$ cat config.mk
export PLATFORM = sky130hd
export DESIGN_NAME = cond_op_stack
export DESIGN_NICKNAME = d
export VERILOG_FILES = /design/src/rtl/cos_pkg.sv /design/src/rtl/cos_ring.sv /design/src/rtl/cos_head_ctl.sv /design/src/rtl/cos_free_pipe.sv /design/src/rtl/cond_op_stack.sv
export SDC_FILE = /design/constraint.sdc
export NUM_CORES = 1
export LEC_CHECK = 0
export ABC_AREA = 1
export BUFFER_PORTS_ARGS = -buffer_cell sky130_fd_sc_hd__buf_2
export CORE_UTILIZATION = 60
export DETAILED_ROUTE_END_ITERATION = 7
export PLACE_DENSITY = 0.79
export SYNTH_ARGS = -nofsm -noshare
export SYNTH_HDL_FRONTEND = slang
export SYNTH_HIERARCHICAL = 1
export SYNTH_SLANG_ARGS = --single-unit
$ cat constraint.sdc
create_clock -name clk -period 9 [get_ports clk]
set_clock_uncertainty 0.2 [all_clocks]
set_input_delay 0 -clock clk [delete_from_list [all_inputs] [get_ports clk]]
set_output_delay 0 -clock clk [all_outputs]
set_load 0.02 [all_outputs]
$ cat src/rtl/cos_pkg.sv
package cos_pkg;

   typedef enum logic [1:0] {
      LAT_ONE    = 2'd0,
      LAT_TWO    = 2'd1,
      LAT_LONG   = 2'd2,
      LAT_LONGER = 2'd3
   } lat_class_e;

   typedef enum logic [1:0] {
      HD_EMPTY = 2'd0,
      HD_WAIT  = 2'd1,
      HD_KILL  = 2'd2,
      HD_LIVE  = 2'd3
   } head_state_e;

   localparam int MAX_FREE_DLY = 2;

   function automatic int free_delay(input logic [1:0] lat, input int long_dly);
      case (lat_class_e'(lat))
         LAT_ONE: return 0;
         LAT_TWO: return 1;
         default: return long_dly;
      endcase
   endfunction

endpackage

$ cat src/rtl/cos_ring.sv
module cos_ring #(
   parameter int DEPTH = 8,
   parameter int OPW   = 8
) (
   input  logic              clk,
   input  logic              rst_n,
   input  logic              wr_en,
   input  logic [OPW-1:0]    wr_op,
   input  logic              wr_cond,
   input  logic [1:0]        wr_lat,
   input  logic              rd_en,
   input  logic              act_q,
   input  logic              can_q,
   output logic              head_vld,
   output logic [OPW-1:0]    head_op,
   output logic [1:0]        head_lat,
   output logic              head_cond,
   output logic              head_kill,
   output logic [$clog2(DEPTH+1)-1:0] count
);
   localparam int PW = (DEPTH > 1) ? $clog2(DEPTH) : 1;
   localparam int CW = $clog2(DEPTH + 1);

   logic [OPW-1:0]   op_mem  [DEPTH];
   logic [1:0]       lat_mem [DEPTH];
   logic [DEPTH-1:0] cond_r;
   logic [DEPTH-1:0] kill_r;
   logic [PW-1:0]    wr_ptr, rd_ptr;
   logic [CW-1:0]    cnt;

   function automatic logic [PW-1:0] bump(input logic [PW-1:0] p);
      return (p == PW'(DEPTH - 1)) ? '0 : p + 1'b1;
   endfunction

   always_ff @(posedge clk) begin
      if (!rst_n) begin
         wr_ptr <= '0;
         rd_ptr <= '0;
         cnt    <= '0;
      end else begin
         if (wr_en) wr_ptr <= bump(wr_ptr);
         if (rd_en) rd_ptr <= bump(rd_ptr);
         cnt <= cnt + CW'(wr_en) - CW'(rd_en);
      end
   end

   always_ff @(posedge clk) begin
      if (wr_en) begin
         op_mem[wr_ptr]  <= wr_op;
         lat_mem[wr_ptr] <= wr_lat;
      end
   end

   // per-slot tag state: a write takes the resolution landing in the same cycle
   for (genvar i = 0; i < DEPTH; i++) begin : g_slot
      always_ff @(posedge clk) begin
         if (!rst_n) begin
            cond_r[i] <= 1'b0;
            kill_r[i] <= 1'b0;
         end else if (wr_en && (wr_ptr == PW'(i))) begin
            cond_r[i] <= wr_cond && !act_q && !can_q;
            kill_r[i] <= wr_cond && can_q;
         end else if (act_q) begin
            cond_r[i] <= 1'b0;
         end else if (can_q) begin
            kill_r[i] <= kill_r[i] | cond_r[i];
            cond_r[i] <= 1'b0;
         end
      end
   end

   assign count     = cnt;
   assign head_vld  = (cnt != '0);
   assign head_op   = op_mem[rd_ptr];
   assign head_lat  = lat_mem[rd_ptr];
   assign head_cond = cond_r[rd_ptr];
   assign head_kill = kill_r[rd_ptr];

   // a landed resolution leaves no conditional tag anywhere
   a_r6_resolve_clears_tags: assert property (@(posedge clk) disable iff (!rst_n)
      (act_q || can_q) |=> (cond_r == '0));

   // writes never land in a full ring
   a_r8_no_overflow: assert property (@(posedge clk) disable iff (!rst_n)
      wr_en |-> (cnt < CW'(DEPTH)));

   // the head is never consumed from an empty ring
   a_r2_no_underflow: assert property (@(posedge clk) disable iff (!rst_n)
      rd_en |-> (cnt != '0));

endmodule

$ cat src/rtl/cos_head_ctl.sv
module cos_head_ctl
   import cos_pkg::*;
(
   input  logic head_vld,
   input  logic head_cond,
   input  logic head_kill,
   input  logic exec_ready,
   output logic rd_en,
   output logic dec_fire,
   output logic drop_fire
);
   head_state_e st;

   always_comb begin
      if (!head_vld)      st = HD_EMPTY;
      else if (head_kill) st = HD_KILL;
      else if (head_cond) st = HD_WAIT;
      else                st = HD_LIVE;
   end

   always_comb begin
      dec_fire  = 1'b0;
      drop_fire = 1'b0;
      unique case (st)
         HD_KILL: drop_fire = 1'b1;
         HD_LIVE: dec_fire  = exec_ready;
         default: ;
      endcase
      rd_en = dec_fire | drop_fire;
   end

endmodule

$ cat src/rtl/cos_free_pipe.sv
module cos_free_pipe
   import cos_pkg::*;
#(
   parameter int LONG_DLY = 2
) (
   input  logic       clk,
   input  logic       rst_n,
   input  logic       dec_fire,
   input  logic [1:0] dec_lat,
   input  logic       drop_fire,
   output logic [1:0] free_cnt
);
   logic now_hit;
   assign now_hit = dec_fire && (free_delay(dec_lat, LONG_DLY) == 0);

   // stage d holds the positions due back d cycles from now
   for (genvar d = 1; d <= LONG_DLY; d++) begin : g_stage
      logic [1:0] due_r;
      logic       hit;
      assign hit = dec_fire && (free_delay(dec_lat, LONG_DLY) == d);
      if (d == LONG_DLY) begin : g_last
         always_ff @(posedge clk) begin
            if (!rst_n) due_r <= '0;
            else        due_r <= {1'b0, hit};
         end
      end else begin : g_mid
         always_ff @(posedge clk) begin
            if (!rst_n) due_r <= '0;
            else        due_r <= g_stage[d+1].due_r + {1'b0, hit};
         end
      end
   end

   assign free_cnt = g_stage[1].due_r + {1'b0, now_hit} + {1'b0, drop_fire};

   // decode and discard never share a cycle
   a_r2_single_retire: assert property (@(posedge clk) disable iff (!rst_n)
      $onehot0({dec_fire, drop_fire}));

endmodule

$ cat src/rtl/cond_op_stack.sv
module cond_op_stack
   import cos_pkg::*;
#(
   parameter int DEPTH    = 8,
   parameter int OPW      = 8,
   parameter int LONG_DLY = 2
) (
   input  logic           clk,
   input  logic           rst_n,
   input  logic           push_valid,
   input  logic [OPW-1:0] push_op,
   input  logic           push_cond,
   input  logic [1:0]     push_lat,
   output logic           full,
   input  logic           br_activate,
   input  logic           br_cancel,
   input  logic           exec_ready,
   output logic           dec_valid,
   output logic           drop,
   output logic [OPW-1:0] out_op,
   output logic [1:0]     out_lat,
   output logic [1:0]     free_cnt
);
   localparam int CW = $clog2(DEPTH + 1);

   if (DEPTH < 2) begin : g_bad_depth
      $error("cond_op_stack: DEPTH must be at least 2");
   end
   if (OPW < 1) begin : g_bad_opw
      $error("cond_op_stack: OPW must be at least 1");
   end
   if ((LONG_DLY < 1) || (LONG_DLY > MAX_FREE_DLY)) begin : g_bad_dly
      $error("cond_op_stack: LONG_DLY out of range");
   end

   logic          act_q, can_q;
   logic [CW-1:0] occ;
   logic          push_acc;
   logic          rd_en;
   logic          head_vld, head_cond, head_kill;
   logic [CW-1:0] ring_cnt;

   // resolution strobes spend one cycle in transit
   always_ff @(posedge clk) begin
      if (!rst_n) begin
         act_q <= 1'b0;
         can_q <= 1'b0;
      end else begin
         act_q <= br_activate;
         can_q <= br_cancel;
      end
   end

   assign full     = (occ == CW'(DEPTH));
   assign push_acc = push_valid && !full;

   always_ff @(posedge clk) begin
      if (!rst_n) occ <= '0;
      else        occ <= occ + CW'(push_acc) - CW'(free_cnt);
   end

   cos_ring #(.DEPTH(DEPTH), .OPW(OPW)) u_ring (
      .clk(clk), .rst_n(rst_n),
      .wr_en(push_acc), .wr_op(push_op), .wr_cond(push_cond), .wr_lat(push_lat),
      .rd_en(rd_en), .act_q(act_q), .can_q(can_q),
      .head_vld(head_vld), .head_op(out_op), .head_lat(out_lat),
      .head_cond(head_cond), .head_kill(head_kill), .count(ring_cnt)
   );

   cos_head_ctl u_head (
      .head_vld(head_vld), .head_cond(head_cond), .head_kill(head_kill),
      .exec_ready(exec_ready), .rd_en(rd_en),
      .dec_fire(dec_valid), .drop_fire(drop)
   );

   cos_free_pipe #(.LONG_DLY(LONG_DLY)) u_free (
      .clk(clk), .rst_n(rst_n),
      .dec_fire(dec_valid), .dec_lat(out_lat), .drop_fire(drop),
      .free_cnt(free_cnt)
   );

   // input rule - one resolution at a time
   a_r4_one_resolution: assert property (@(posedge clk) disable iff (!rst_n)
      !(br_activate && br_cancel));

   // a conditional head is never decoded
   a_r4_cond_head_waits: assert property (@(posedge clk) disable iff (!rst_n)
      (head_vld && head_cond) |-> !dec_valid);

   // a push against a full stack leaves the store unchanged or smaller
   a_r8_full_ignores_push: assert property (@(posedge clk) disable iff (!rst_n)
      (full && push_valid) |=> (ring_cnt <= $past(ring_cnt)));

   // occupancy always covers every stored entry
   a_r8_occ_covers_ring: assert property (@(posedge clk) disable iff (!rst_n)
      ring_cnt <= occ);

   // never more positions returned than are held
   a_r9_free_bounded: assert property (@(posedge clk) disable iff (!rst_n)
      CW'(free_cnt) <= occ);

endmodule

==> flow_metrics.tcl <==
set metrics [dict create \
    status "finished with violations" \
    violations "DRC" \
    grt_use_met2 0.496 \
    arrival_ns 4.30 \
    seq_power_share 0.340 \
    ys_seq_area_frac 0.567 \
    dieWidth_um 98.5 \
    p_per_area_nw_per_um2 309 \
    total_power_mw 2.04 \
    grt_pass1_wl_um 20100 \
    critPathMaxFanout 21 \
    diodes 0 \
    fin_crit_ns 4.05 \
    dr_total_vias 4329 \
    htree_levels 4 \
    finalSetupViolations 0 \
    placed_cell_area_um2 5790 \
    clkTransAtPathRegs_ns 0.05 \
    relSlewSlack 0.127 \
    ys.warnings.count 6 \
    peakVddDrop_uv 268 \
    cellLeakagePower_nw 3.22 \
    die_height_um 98.5 \
    port_buffers 31 \
    period_share 0.450 \
    finalWirelength_um 12100 \
    globalRouteMet1Util 0.307 \
    final_util 0.744 \
    core-area_um2 8850 \
    cts_tree "built" \
    slew_viol_final 0 \
    synth_area_um2 5580 \
    layout-drive-gt1-share 0.0996 \
    pre_cts_ws_ns 5.05 \
    viasPerCell 5.21 \
    grt_use_met3 0.0539 \
    combPwrFrac 0.351 \
    setup_tns_ns 0 \
    clock-root-buffer "clkbuf_8" \
    fp-row-count 34 \
    grt.overflow.total 0 \
    start_kind "flip-flop" \
    cp-end-kind "flip-flop" \
    boundaryPins 32 \
    cts_setup_buffers 0 \
    grt_max_degree 42 \
    fin_ws_ns 4.95 \
    start_util 0.631 \
    hold_viol 0 \
    min_path_type "in2reg" \
    fin_area_um2 6590 \
    clkPwrFrac 0.309 \
    wl_per_cell_um 14.6 \
    nets 750 \
    antenna_found_initial 0 \
    netSwitchingFraction 0.369 \
    top_usage_layer "met2" \
    place_congestion 0.927 \
    cts_max_path_buffers 2 \
    clk_latency_ns 0.51 \
    clock.fmax_ghz 0.247 \
    worstSetupPathType "reg2reg" \
    max_cap_viol_count 0 \
    ant_nets 0 \
    grt_pass1_vias 4355 \
    post-dp-hpwl_um 7450 \
    internal_power_mw 1.29 \
    dieArea_um2 9690 \
    dr.pass1.iters 8 \
    synth_nets 691 \
    synth_seq_cells 118 \
    power_switching_mw 0.752 \
    whs_ns 0.100 \
    dp_cells 775 \
    grt_use_total 0.274 \
    ys_types 25 \
    rsz0062_at_grt "no" \
    drc 1 \
    worstPathRequired_ns 9.25 \
    numCtsBuffers 17 \
    synth_cells 651 \
    drt_iter0_markers 230 \
    fin_cells 831 \
    synth_area_per_cell_um2 8.57 \
    area.growth.synth_to_final_pct 18.0 \
    cts_sinks 118 \
    worst_pin_slew_ns 1.31 \
]
==> worst max-delay path, stage by stage, from the launching register on <==
cell     delay [ns]
dfxtp_1        0.80
inv_1          0.55
nand3_1        0.24
nand2_1        0.09
nand2_1        0.07
nand2_1        0.14
inv_1          0.08
nand2_1        0.05
nor2_1         0.13
fa_1           0.46
ha_1           0.30
inv_1          0.04
ha_1           0.20
fa_1           0.39
nand2_1        0.09
nand2_1        0.05
nor2_1         0.10
==> kinds of logic (layout without fill, tap and decap cells) <==
kind of cell / count (synthesis) / count (layout) / share of synthesized area
buffers and inverters: 157 / 229 / 0.113
flip-flops: 118 / 118 / 0.567
adder cells (fa/ha/maj): 23 / 23 / 0.0556
AO/OA/AOI/OAI: 38 / 38 / 0.0347
XOR/XNOR: 1 / 1 / 0.00157
AND/OR/NAND/NOR: 314 / 314 / 0.229
==> sequential cells by signal, summed over array words and instances, names as in the netlist, named ones only <==
signal	flops
u_ring/op_mem	64
u_ring/lat_mem	16
u_ring/cond_r	8
u_ring/kill_r	8
occ	4
u_ring/count	4
u_free/g_stage.due_r	3
u_ring/rd_ptr	3
u_ring/wr_ptr	3
act_q	1
can_q	1
==> metal layers <==
layer | share of wire | wire [µm]
met1 | 0.41 | 4920
met3 | 0.049 | 601
met2 | 0.52 | 6260
met4 | 0.030 | 360
met5 | 0 | 0
==> power groups by stage <==
stage | clock (mW) | combinational (mW) | sequential (mW)
after floorplan | 0 | 0.549 | 0.675
final | 0.631 | 0.715 | 0.693
after global placement | 0 | 0.656 | 0.699
after global routing | 0.655 | 0.820 | 0.699
after CTS | 0.637 | 0.715 | 0.691
after detailed placement | 0 | 0.690 | 0.701
==> worst paths after layout <==
check        depth (start not counted)  slack, ns                  end             start
max reg2reg                         16       4.95               occ[2]         flip-flop
max                                 16       4.95               occ[2]         flip-flop
min reg2reg                          2       0.30     u_ring/kill_r[5]  u_ring/cond_r[5]
min                                  2       0.10  u_ring/op_mem[3][0]        push_op[0]
==> final cells by class <==
cell class                      count  area [µm²]
Fill cell                         625        2260
Clock buffer                       22         453
Inverter                          139         522
Tap cell                          108         135
Multi-Input combinational cell    376        1790
Timing Repair Buffer               58         418
Clock inverter                     10         105
Sequential cell                   118        3160
==> Yosys cell counts <==
library cell / instances / area share
nand2_2: 2 / 0.0022
nand3_1: 58 / 0.052
xor2_1: 1 / 0.0016
ha_1: 20 / 0.045
nor2_1: 45 / 0.030
o21ai_0: 19 / 0.017
a21oi_1: 17 / 0.015
dfxtp_1: 38 / 0.14
buf_2: 9 / 0.0081
o21ai_1: 1 / 0.00090
fa_1: 3 / 0.011
nor3b_2: 1 / 0.0022
clkbuf_1: 2 / 0.0013
edfxtp_1: 80 / 0.43
clkbuf_2: 1 / 0.00090
nor2_2: 2 / 0.0022
o21ai_2: 1 / 0.0016
inv_1: 135 / 0.091
clkinv_1: 1 / 0.00067
nor3_1: 1 / 0.00090
buf_4: 5 / 0.0067
nand3_2: 1 / 0.0018
nand2_1: 204 / 0.14
buf_6: 1 / 0.0020
inv_2: 3 / 0.0020
==> cells in the final DEF (no fill, tap or decap) <==
master,n
o21ai_1,1
clkinv_2,5
o21ai_2,1
nand2_1,204
edfxtp_1,80
xor2_1,1
ha_1,20
dfxtp_1,38
nor3_1,1
buf_4,3
o21ai_0,19
nor2_1,45
clkbuf_16,16
nand2_2,2
nor3b_2,1
clkbuf_1,3
inv_2,3
bufinv_16,2
a21oi_1,17
nor2_2,2
buf_2,31
clkinv_4,1
clkinvlp_4,1
fa_1,3
nand3_1,58
dlygate4sd3_1,24
clkbuf_8,3
clkinv_1,2
inv_1,135
nand3_2,1
==> repair_timing <==
item,4_1_cts,5_1_grt
gates resized for setup,0,0
endpoints found under the hold margin,118,0
hold buffers,24,0
Note: power is estimated with default switching activity, not from simulation.
